<file path="config.mk">
export PLATFORM = sky130hd
export DESIGN_NAME = prime_bank_mapper
export DESIGN_NICKNAME = d
export VERILOG_FILES = /design/src/rtl/bmap_pkg.sv /design/src/rtl/bmap_decode.sv /design/src/rtl/bmap_bank.sv /design/src/rtl/prime_bank_mapper.sv
export SDC_FILE = /design/constraint.sdc
export NUM_CORES = 1
export LEC_CHECK = 0
export CORE_ASPECT_RATIO = 0.6
export CORE_UTILIZATION = 40
export CTS_CLUSTER_SIZE = 12
export DETAILED_ROUTE_END_ITERATION = 12
export DONT_BUFFER_PORTS = 1
export SKIP_LAST_GASP = 1
export SLEW_MARGIN = 40
export SYNTH_ARGS = -nofsm -noshare
export SYNTH_HDL_FRONTEND = slang
export SYNTH_HIERARCHICAL = 1
export SYNTH_SLANG_ARGS = --single-unit
</file>
<file path="constraint.sdc">
create_clock -name clk -period 4.8 [get_ports clk]
set_input_delay 0.24 -clock clk [delete_from_list [all_inputs] [get_ports clk]]
set_output_delay 0.24 -clock clk [all_outputs]
set_load 0.03 [all_outputs]
</file>
<file path="src/rtl/bmap_pkg.sv">
package bmap_pkg;

   typedef enum logic {
      MAP_PRIME = 1'b0,
      MAP_SEQ   = 1'b1
   } map_kind_e;

   typedef struct packed {
      logic vld;
      logic err;
      logic rd;
   } rsp_flags_t;

   function automatic int bank_count(map_kind_e kind, int k);
      return (kind == MAP_PRIME) ? ((1 << k) - 1) : (1 << k);
   endfunction

   function automatic bit is_prime(int p);
      if (p < 2) return 1'b0;
      for (int i = 2; i * i <= p; i++)
         if (p % i == 0) return 1'b0;
      return 1'b1;
   endfunction

endpackage

</file>
<file path="src/rtl/bmap_decode.sv">
module bmap_decode
   import bmap_pkg::*;
#(
   parameter map_kind_e MAP_KIND = MAP_PRIME,
   parameter int        ADDR_W   = 6,
   parameter int        K        = 2,
   parameter int        OFF_W    = 3
) (
   input  logic [ADDR_W-1:0] addr,
   output logic [K-1:0]      bank,
   output logic [OFF_W-1:0]  off,
   output logic              in_range
);
   localparam int NBANK = bank_count(MAP_KIND, K);
   localparam int WB    = 1 << OFF_W;
   localparam int CAP   = NBANK * WB;

   assign in_range = (int'(addr) < CAP);

   generate
      if (MAP_KIND == MAP_PRIME) begin : g_prime
         localparam int NDIG  = (ADDR_W + K - 1) / K;
         localparam int PAD_W = NDIG * K;
         localparam int FOLDS = ADDR_W;

         logic [PAD_W-1:0] acc;
         logic [PAD_W-1:0] part;

         // residue mod 2^K-1: add the K-bit digits until one digit is left
         always_comb begin
            acc  = PAD_W'(addr);
            part = '0;
            for (int f = 0; f < FOLDS; f++) begin
               part = '0;
               for (int d = 0; d < NDIG; d++)
                  part = part + PAD_W'(acc[d*K +: K]);
               acc = part;
            end
            if (acc == PAD_W'(NBANK)) bank = '0;
            else                      bank = acc[K-1:0];
         end

         assign off = addr[OFF_W-1:0];
      end else begin : g_seq
         assign bank = addr[K-1:0];
         assign off  = addr[K +: OFF_W];
      end
   endgenerate

endmodule

</file>
<file path="src/rtl/bmap_bank.sv">
module bmap_bank #(
   parameter int OFF_W    = 3,
   parameter int DATA_W   = 16,
   parameter int BUSY_CYC = 2
) (
   input  logic              clk,
   input  logic              rst_n,
   input  logic              en,
   input  logic              we,
   input  logic [OFF_W-1:0]  off,
   input  logic [DATA_W-1:0] wdata,
   output logic [DATA_W-1:0] rdata,
   output logic              busy
);
   localparam int WB = 1 << OFF_W;

   logic [DATA_W-1:0] mem [WB];
   logic [DATA_W-1:0] rdata_q;

   always_ff @(posedge clk) begin
      if (en) begin
         if (we) mem[off] <= wdata;
         else    rdata_q  <= mem[off];
      end
   end

   assign rdata = rdata_q;

   generate
      if (BUSY_CYC > 0) begin : g_busy
         localparam int CW = $clog2(BUSY_CYC + 1);
         logic [CW-1:0] cnt;

         always_ff @(posedge clk or negedge rst_n) begin
            if (!rst_n)          cnt <= '0;
            else if (en)         cnt <= CW'(BUSY_CYC);
            else if (cnt != '0)  cnt <= cnt - 1'b1;
         end

         assign busy = (cnt != '0);
      end else begin : g_free
         assign busy = 1'b0;
      end
   endgenerate

endmodule

</file>
<file path="src/rtl/prime_bank_mapper.sv">
module prime_bank_mapper
   import bmap_pkg::*;
#(
   parameter map_kind_e MAP_KIND = MAP_PRIME,
   parameter int        BANK_K   = 2,
   parameter int        OFF_W    = 3,
   parameter int        ADDR_W   = 6,
   parameter int        DATA_W   = 16,
   parameter int        BUSY_CYC = 2,
   localparam int       NBANK    = bank_count(MAP_KIND, BANK_K),
   localparam int       WB       = 1 << OFF_W,
   localparam int       CAP      = NBANK * WB
) (
   input  logic                    clk,
   input  logic                    rst_n,
   input  logic                    req_valid,
   output logic                    req_ready,
   input  logic                    req_write,
   input  logic [ADDR_W-1:0]       req_addr,
   input  logic [DATA_W-1:0]       req_wdata,
   output logic [NBANK-1:0]        bank_en,
   output logic [NBANK*OFF_W-1:0]  bank_off,
   output logic                    rsp_valid,
   output logic                    rsp_err,
   output logic [DATA_W-1:0]       rsp_rdata
);

   // elaboration-time parameter checks
   generate
      if (BANK_K < 2 || BANK_K > 8) begin : g_bad_k
         $error("BANK_K out of supported range");
      end
      if (MAP_KIND == MAP_PRIME && !is_prime((1 << BANK_K) - 1)) begin : g_bad_prime
         $error("2^BANK_K-1 must be prime in prime mode");
      end
      if (ADDR_W < BANK_K + OFF_W) begin : g_bad_aw
         $error("ADDR_W too narrow for the mapped space");
      end
      if (BUSY_CYC < 0) begin : g_bad_busy
         $error("BUSY_CYC must not be negative");
      end
   endgenerate

   logic [BANK_K-1:0] bank_sel;
   logic [OFF_W-1:0]  off_sel;
   logic              in_range;

   bmap_decode #(
      .MAP_KIND (MAP_KIND),
      .ADDR_W   (ADDR_W),
      .K        (BANK_K),
      .OFF_W    (OFF_W)
   ) u_dec (
      .addr     (req_addr),
      .bank     (bank_sel),
      .off      (off_sel),
      .in_range (in_range)
   );

   logic [NBANK-1:0]  busy_v;
   logic [DATA_W-1:0] rd_arr [NBANK];
   logic              tgt_busy;
   logic              accept;

   always_comb begin
      tgt_busy = 1'b0;
      for (int b = 0; b < NBANK; b++)
         if (in_range && bank_sel == BANK_K'(b)) tgt_busy = busy_v[b];
   end

   assign req_ready = !tgt_busy;
   assign accept    = req_valid && req_ready;

   generate
      for (genvar b = 0; b < NBANK; b++) begin : g_lane
         assign bank_en[b] = accept && in_range && (bank_sel == BANK_K'(b));
         assign bank_off[b*OFF_W +: OFF_W] = bank_en[b] ? off_sel : '0;

         bmap_bank #(
            .OFF_W    (OFF_W),
            .DATA_W   (DATA_W),
            .BUSY_CYC (BUSY_CYC)
         ) u_bank (
            .clk   (clk),
            .rst_n (rst_n),
            .en    (bank_en[b]),
            .we    (req_write),
            .off   (off_sel),
            .wdata (req_wdata),
            .rdata (rd_arr[b]),
            .busy  (busy_v[b])
         );
      end
   endgenerate

   rsp_flags_t        rsp_q;
   logic [BANK_K-1:0] rsp_bank_q;

   always_ff @(posedge clk or negedge rst_n) begin
      if (!rst_n) begin
         rsp_q      <= '0;
         rsp_bank_q <= '0;
      end else begin
         rsp_q.vld  <= accept;
         rsp_q.err  <= accept && !in_range;
         rsp_q.rd   <= accept && in_range && !req_write;
         rsp_bank_q <= bank_sel;
      end
   end

   assign rsp_valid = rsp_q.vld;
   assign rsp_err   = rsp_q.err;

   always_comb begin
      rsp_rdata = '0;
      for (int b = 0; b < NBANK; b++)
         if (rsp_q.rd && rsp_bank_q == BANK_K'(b)) rsp_rdata = rd_arr[b];
   end

endmodule

</file>
== After elaboration in Yosys (flattened, before gate mapping) ==
Memories as Yosys holds them, arrays and structs flattened. A register that Yosys moved wholly into a read port is not among the register bits.
Index checks and enable logic that the tools add are counted.
Widths: inputs -> output; s select.
Storage, ports and cells
  register bits after elaboration: 11
  RAM bits: 384
  input bits: 26
  output and inout port bits: 31
  word-level logic and storage cells: 82
  memories: 3
Memories
  g_lane[0].u_bank.mem: depth 8, width 16, rd ports 1, clocked after Yosys merged registers in 1, write ports 1, line bmap_bank.sv:17  | logic [DATA_W-1:0] mem [WB];
  g_lane[1].u_bank.mem: depth 8, width 16, rd ports 1, clocked after Yosys merged registers in 1, write ports 1, line bmap_bank.sv:17
  g_lane[2].u_bank.mem: depth 8, width 16, rd ports 1, clocked after Yosys merged registers in 1, write ports 1, line bmap_bank.sv:17
Cells by class
  $add $sub $neg: 15
  magnitude comparators: 1
  equality and inequality tests: 5
  multiplexer cells: 23
  bitwise operators: 1
  reductions and logical operators: 27
Operators by type and width (number)
  $mux 16: 3
  $add 6x2->6: 6
  $add 2x2->3: 6
  $mux 2: 7
  $logic_and 1x1->1: 13
  $reduce_bool 2->1: 6
  $mux 1: 10
  $mux 3: 3
  $eq 6x2->1 const B: 1
  $lt 6x5->1 const B: 1
  $reduce_and 2->1: 3
  $sub 2x1->2 const B: 3
  $eq 2x1->1 const B: 2
  $eq 2x2->1 const B: 2
  $logic_not 2->1: 2
  $logic_not 1->1: 3
  $not 1->1: 1

== Logic depth before layout (Yosys ltp) ==
  depth after elaboration: 25
  depth in mapped cells: 20
  mapped depth without buffers: 20

== Modules after synthesis ==
Netlist, hierarchy kept.
Modules (own cells, without submodules)
  bmap_bank: times used 3, cells each 243, area each 5544.1 um^2, sequential area each 4374.2 um^2
  prime_bank_mapper: times used 1, cells each 104, area each 764.5 um^2, sequential area each 125.1 um^2
  bmap_decode: times used 1, cells each 25, area each 276.5 um^2, sequential area each 0.0 um^2

== Least setup slack after synthesis ==
Ideal clock, no wire load.
  path kind: input-to-reg
  start point: input port req_addr[0]
  end point: memory g_lane[0].u_bank.mem[4][0], enable pin
  setup time: 409 ps
  arrival: 6416 ps
  data required time: 4391 ps
  path slack: -2025 ps
  stages on the path: 19
  path buffers: 0
  cells stage by stage: ha_1 > fa_1 > fa_1 > xor2_1 > ha_1 > fa_1 > ha_1 > ha_1 > ha_1 > ha_1 > ha_1 > ha_1 > ha_1 > ha_1 > a21boi_1 > or4b_4 > nor2_1 > nand3_1 > nor3_1
On the way
  longest elaborated chain between the ends: 25
  elaborated cells between the ends (all ways): 30
  those cells by class: add/sub: 12; order compare: 1; eq/ne: 3; mux: 6; reduce/logical: 8
RTL lines
  start, declared: line prime_bank_mapper.sv:19  | input logic [ADDR_W-1:0] req_addr,
  $add 2x2->3 *: line bmap_decode.sv:36  | part = part + PAD_W'(acc[d*K +: K]);
  $add 6x2->6 *: line bmap_decode.sv:36
  $add 2x2->3: line bmap_decode.sv:36
  $add 6x2->6 *: line bmap_decode.sv:36
  $add 2x2->3: line bmap_decode.sv:36
  $add 6x2->6 *: line bmap_decode.sv:36
  $add 2x2->3: line bmap_decode.sv:36
  $add 6x2->6 *: line bmap_decode.sv:36
  [... 6 more ...]
  named net bank_sel[1]: line prime_bank_mapper.sv:44  | logic [BANK_K-1:0] bank_sel;
  [... 2 more ...]
  $mux 1 (3 in a row): line prime_bank_mapper.sv:68  | if (in_range && bank_sel == BANK_K'(b)) tgt_busy = busy_v[b];
  $logic_not 1->1: line prime_bank_mapper.sv:71  | assign req_ready = !tgt_busy;
  $logic_and 1x1->1: line prime_bank_mapper.sv:72  | assign accept = req_valid && req_ready;
  $logic_and 1x1->1: line prime_bank_mapper.sv:76  | assign bank_en[b] = accept && in_range && (bank_sel == BANK_K'(b));
  $logic_and 1x1->1 *: line prime_bank_mapper.sv:76
  named net bank_en[0]: line prime_bank_mapper.sv:21  | output logic [NBANK-1:0] bank_en,
  $mux 1 *: line bmap_bank.sv:21  | if (en) begin
  $mux 1 (implied by the code) *: line bmap_bank.sv:22  | if (we) mem[off] <= wdata;
  end, declared: line bmap_bank.sv:17
Mark *: on every way through the listed nets, which the timed path passes. The rest lies on a longest branch.

== Final worst setup path ==
  start point: input port req_addr[0]
  end point: output port bank_off[1]
On the way
  longest elaborated chain between the ends: 24
  elaborated cells between the ends (all ways): 29
  those cells by class: add/sub: 12; order compare: 1; eq/ne: 3; mux: 5; reduce/logical: 8
RTL lines
  $add 2x2->3 *: line bmap_decode.sv:36
  $add 6x2->6 *: line bmap_decode.sv:36
  $add 2x2->3: line bmap_decode.sv:36
  $add 6x2->6 *: line bmap_decode.sv:36
  $add 2x2->3: line bmap_decode.sv:36
  $add 6x2->6 *: line bmap_decode.sv:36
  $add 2x2->3: line bmap_decode.sv:36
  $add 6x2->6 *: line bmap_decode.sv:36
  [... 6 more ...]
  named net bank_sel[0]: line prime_bank_mapper.sv:44
  $logic_not 2->1: line prime_bank_mapper.sv:68, prime_bank_mapper.sv:76
  $logic_and 1x1->1: line prime_bank_mapper.sv:68
  $mux 1 (3 in a row): line prime_bank_mapper.sv:68
  $logic_not 1->1: line prime_bank_mapper.sv:71
  $logic_and 1x1->1: line prime_bank_mapper.sv:72
  $logic_and 1x1->1: line prime_bank_mapper.sv:76
  $logic_and 1x1->1 *: line prime_bank_mapper.sv:76
  $mux 3 *: line prime_bank_mapper.sv:77  | assign bank_off[b*OFF_W +: OFF_W] = bank_en[b] ? off_sel : '0;
  end, declared: line prime_bank_mapper.sv:22  | output logic [NBANK*OFF_W-1:0] bank_off,
Marks and branches as above.

==> impl_metrics.csv <==
group,metric,value,unit
outcome,outcome,"completed",
drt,first_pass_iters,6,
yosys,syn_avg_cell_area,20.60,um2
final_layout,finalInstanceArea,20720,um2
worst_setup_path,critical_path_arrival,4.42,ns
worst_hold_path,whs_endpoint,"g_lane[0].u_bank/rdata[6]",
clock_tree,hold_buffers,26,
die,core-area,43480,um2
power_and_ir_drop,p_comb_share,11.5,%
timing,layout_min_cycle_time,4.659,ns
yosys,yosysUniqueCellTypes,34,
worst_setup_path,critPathMaxFanout,113,
clock_tree,root_buffer,"clkbuf_16",
die,std_cell_rows,59,
worst_setup_path,rr_endpoint,"g_lane[0].u_bank/mem[7][1]",
final_layout,fillCellCount,3480,
global_route,grt_max_degree,114,
yosys,yosys-top-cells-area,"edfxtp_1 (73%), mux4_2 (8.8%), mux4_1 (3.6%), mux2_4 (1.8%), dfrtp_1 (1.6%)",
clock_tree,insertion_delay,0.55,ns
final_layout,drive_gt1_share,29.36,%
yosys,yosys.area.top_type,"edfxtp_1",
final_layout,final_common_cell,"edfxtp_1",
worst_setup_path,cp_slowest_cell,"or4b_4",
worst_setup_path,path_class,"input port to primary output",
worst_setup_path,worst-path-stages,19,
final_layout,nets,994,
worst_setup_path,startpoint_type,"input port",
power_and_ir_drop,powerDensity,404.6,nW/um2
yosys,synth-seq-area-share,74.96,%
global_route,track_usage,18.16,%
global_route,antenna_found_initial,4,
power_and_ir_drop,seqPwrFrac,52.3,%
power_and_ir_drop,swShare,22.80,%
yosys,synth_cells,858,
global_route,grt_overflow,0,
place,dpl_cell_area,19320,um2
clock_tree,clock_path_buffers,3,
yosys,synth_fp_nets,902,
timing,setup_viol,0,
die,io_pins,57,
worst_setup_path,r2r_cells,9,
final_layout,area_growth,17.26,%
yosys,yosys_warnings,6,
worst_setup_path,worstPathRequired,4.56,ns
yosys,synth_top_area_share,73.40,%
timing,hold_viol,0,
power_and_ir_drop,clkPwrFrac,36.3,%
timing,setup_tns,0,ns
yosys,ys_seq_elements,443,
clock_tree,htreeDepth,2,
clock_tree,cts_resized,0,
drt,vias,8430,
global_route,grt_pass1_vias,8160,
clock_tree,cts-buffers-inserted,43,
worst_hold_path,hold_path_class,"input port to register",
drt,ant_nets,0,
drt,drcViolationCount,0,
timing,drv_slew,0,
die,fp.dieH,164.8,um
final_layout,mostFrequentLayoutCells,"edfxtp_1 (432), mux4_2 (69), nand2_1 (59)",
worst_setup_path,crit_path_end_kind,"primary output",
timing,rsz0062_at_grt,"no",
power_and_ir_drop,intPower,6.474,mW
place,port_buffers,0,
worst_hold_path,hold_start,"req_write",
clock_tree,cts_tree,"yes",
timing,fin_skew,0.01456,ns
clock_tree,cts.clk_slew.worst_paths,0.06,ns
timing,fin_crit_sh,97.06,%
timing,fmax,214.7,MHz
clock_tree,post_cts_buffers,0,
worst_setup_path,crit_path_cell_trace,"ha_4, fa_1, fa_2, xor2_1, ha_2, fa_2, ha_4, ha_4, ha_4, ha_4, ha_4, ha_4, ha_4, ha_4, a21boi_4, or4b_4, buf_4, nor2_1, buf_4",
power_and_ir_drop,switchingPower,1.912,mW
drt,drtIter0Drc,1023,
die,dieArea,45060,um2
power_and_ir_drop,leakagePower,6.765,nW
clock_tree,cts_sinks,443,
power_and_ir_drop,finalPower,8.385,mW
drt,wl,39580,um
place,hpwl,23900,um
die,die_x,273.4,um
timing,worst_pin_slew,0.7965,ns
timing,relSlewSlack,46.73,%
global_route,grt_pass1_wl,58190,um
worst_setup_path,crit_top_cell,"ha_4",
worst_hold_path,holdPathStages,2,
job,drv_cap,0,
die,initial_utilization,40.65,%
worst_setup_path,cp_slowest_stage_delay,0.56,ns
worst_setup_path,critPathTopFamily,"adder cells",
power_and_ir_drop,ir_drop,0.0002268,V
worst_setup_path,r2r_setup_slack,2.41,ns
place,gp_congestion,0.7554,
yosys,synth_area,17670,um2
worst_setup_path,crit_buf_inv,2,
final_layout,diodes,0,
drt,via_per_inst,5.463,
worst_setup_path,r2r-start,"g_lane[0].u_bank/g_busy.cnt[0]",
drt,wire_per_inst,25.65,um
[synthesized netlist by cell type, drive strengths merged]
cell type / number
buf: 30
fa: 3
nand2b: 3
nand4bb: 2
or4b: 1
clkbuf: 11
mux2i: 20
ha: 15
mux2: 30
a21boi: 2
and2: 16
nand3b: 20
mux4: 93
o21ai: 17
edfxtp: 432
nand3: 6
xor2: 4
dfrtp: 11
a31o: 3
nor3: 7
nor2b: 4
a211o: 3
nand2: 59
inv: 17
a21oi: 6
nor2: 40
o32a: 3
[sequential cells by signal, indices dropped and copies added, names as in the netlist]
register,count
g_lane.u_bank/mem,384
g_lane.u_bank/rdata,48
g_lane.u_bank/g_busy.cnt,6
rsp_bank_q,2
rsp_err,1
rsp_q,1
rsp_valid,1
[power by group through the flow]
stage | Combinational [mW] | Sequential, mW | Clock [mW]
global placement | 0.871 | 4.46 | 0
finish | 0.963 | 4.38 | 3.04
detailed placement | 0.884 | 4.46 | 0
CTS | 0.984 | 4.39 | 3.11
floorplan | 0.739 | 4.43 | 0
global route | 1.06 | 4.39 | 3.24
[metal layers]
metal | GRT usage, % | share of wire (%) | vias to the layer above
li1 | - | - | 3643
met1 | 29.37 | 49 | 4409
met2 | 24.41 | 41 | 315
met3 | 4.551 | 8.3 | 55
met4 | 3.479 | 1.4 | 8
met5 | 0 | 0.11 | -
[worst max-delay path by stage]
| stage | start | endpoint |
|---|---|---|
| after global placement | req_addr[0] | g_lane[0].u_bank/mem[4][5] |
| final | req_addr[0] | bank_off[1] |
| after global routing | req_addr[0] | bank_en[0] |
| after detailed placement | req_addr[0] | g_lane[0].u_bank/mem[7][1] |
| after floorplan | req_addr[0] | g_lane[0].u_bank/mem[0][0] |
| after CTS | req_addr[0] | bank_en[0] |
[worst register-to-register path: stages (launching register included)]
cell and delay [ns]:
dfrtp_1 0.38, inv_1 0.06, ha_1 0.21, inv_1 0.09, or4b_4 0.55, nor2_4 0.23, nand3_4 0.15, buf_4 0.17
nor2_4 0.10, buf_12 0.17
[cell type report]
cell class                      count  area, um2  area share [%]
Sequential cell                   443      13250           63.93
Clock buffer                       55       1174           5.663
Tap cell                          579      724.4           3.496
Clock inverter                      4      32.53          0.1570
Timing Repair Buffer               88       1001           4.830
Multi-Input combinational cell    357       4479           21.61
Inverter                           17      63.81          0.3079
[metrics by stage]
step           setup slack, ns  util [%]  hold WS [ns]  instances
2_1_floorplan          -0.5309         -      -0.05559        858
3_3_place_gp           -0.2710     44.43      -0.05526       1458
4_1_cts                 0.1145     47.85      0.008147       1543
3_5_place_dp           -0.3151     44.43      -0.05533       1458
5_1_grt                0.01490     47.66       0.02209       1543
6_report                0.1413     47.66       0.05911       1543
[kinds of logic (layout without fill, tap and decap cells)]
kind of cell / Yosys count / in the layout / share of synthesized area [%]
buf+inv: 58 / 164 / 2.046
flops: 443 / 443 / 74.96
compound gates: 34 / 34 / 1.204
xor+xnor: 4 / 4 / 0.1982
simple gates: 158 / 158 / 4.340
mux: 143 / 143 / 15.85
fa+ha+maj: 18 / 18 / 1.402
Note: power is estimated with default switching activity, not from simulation.
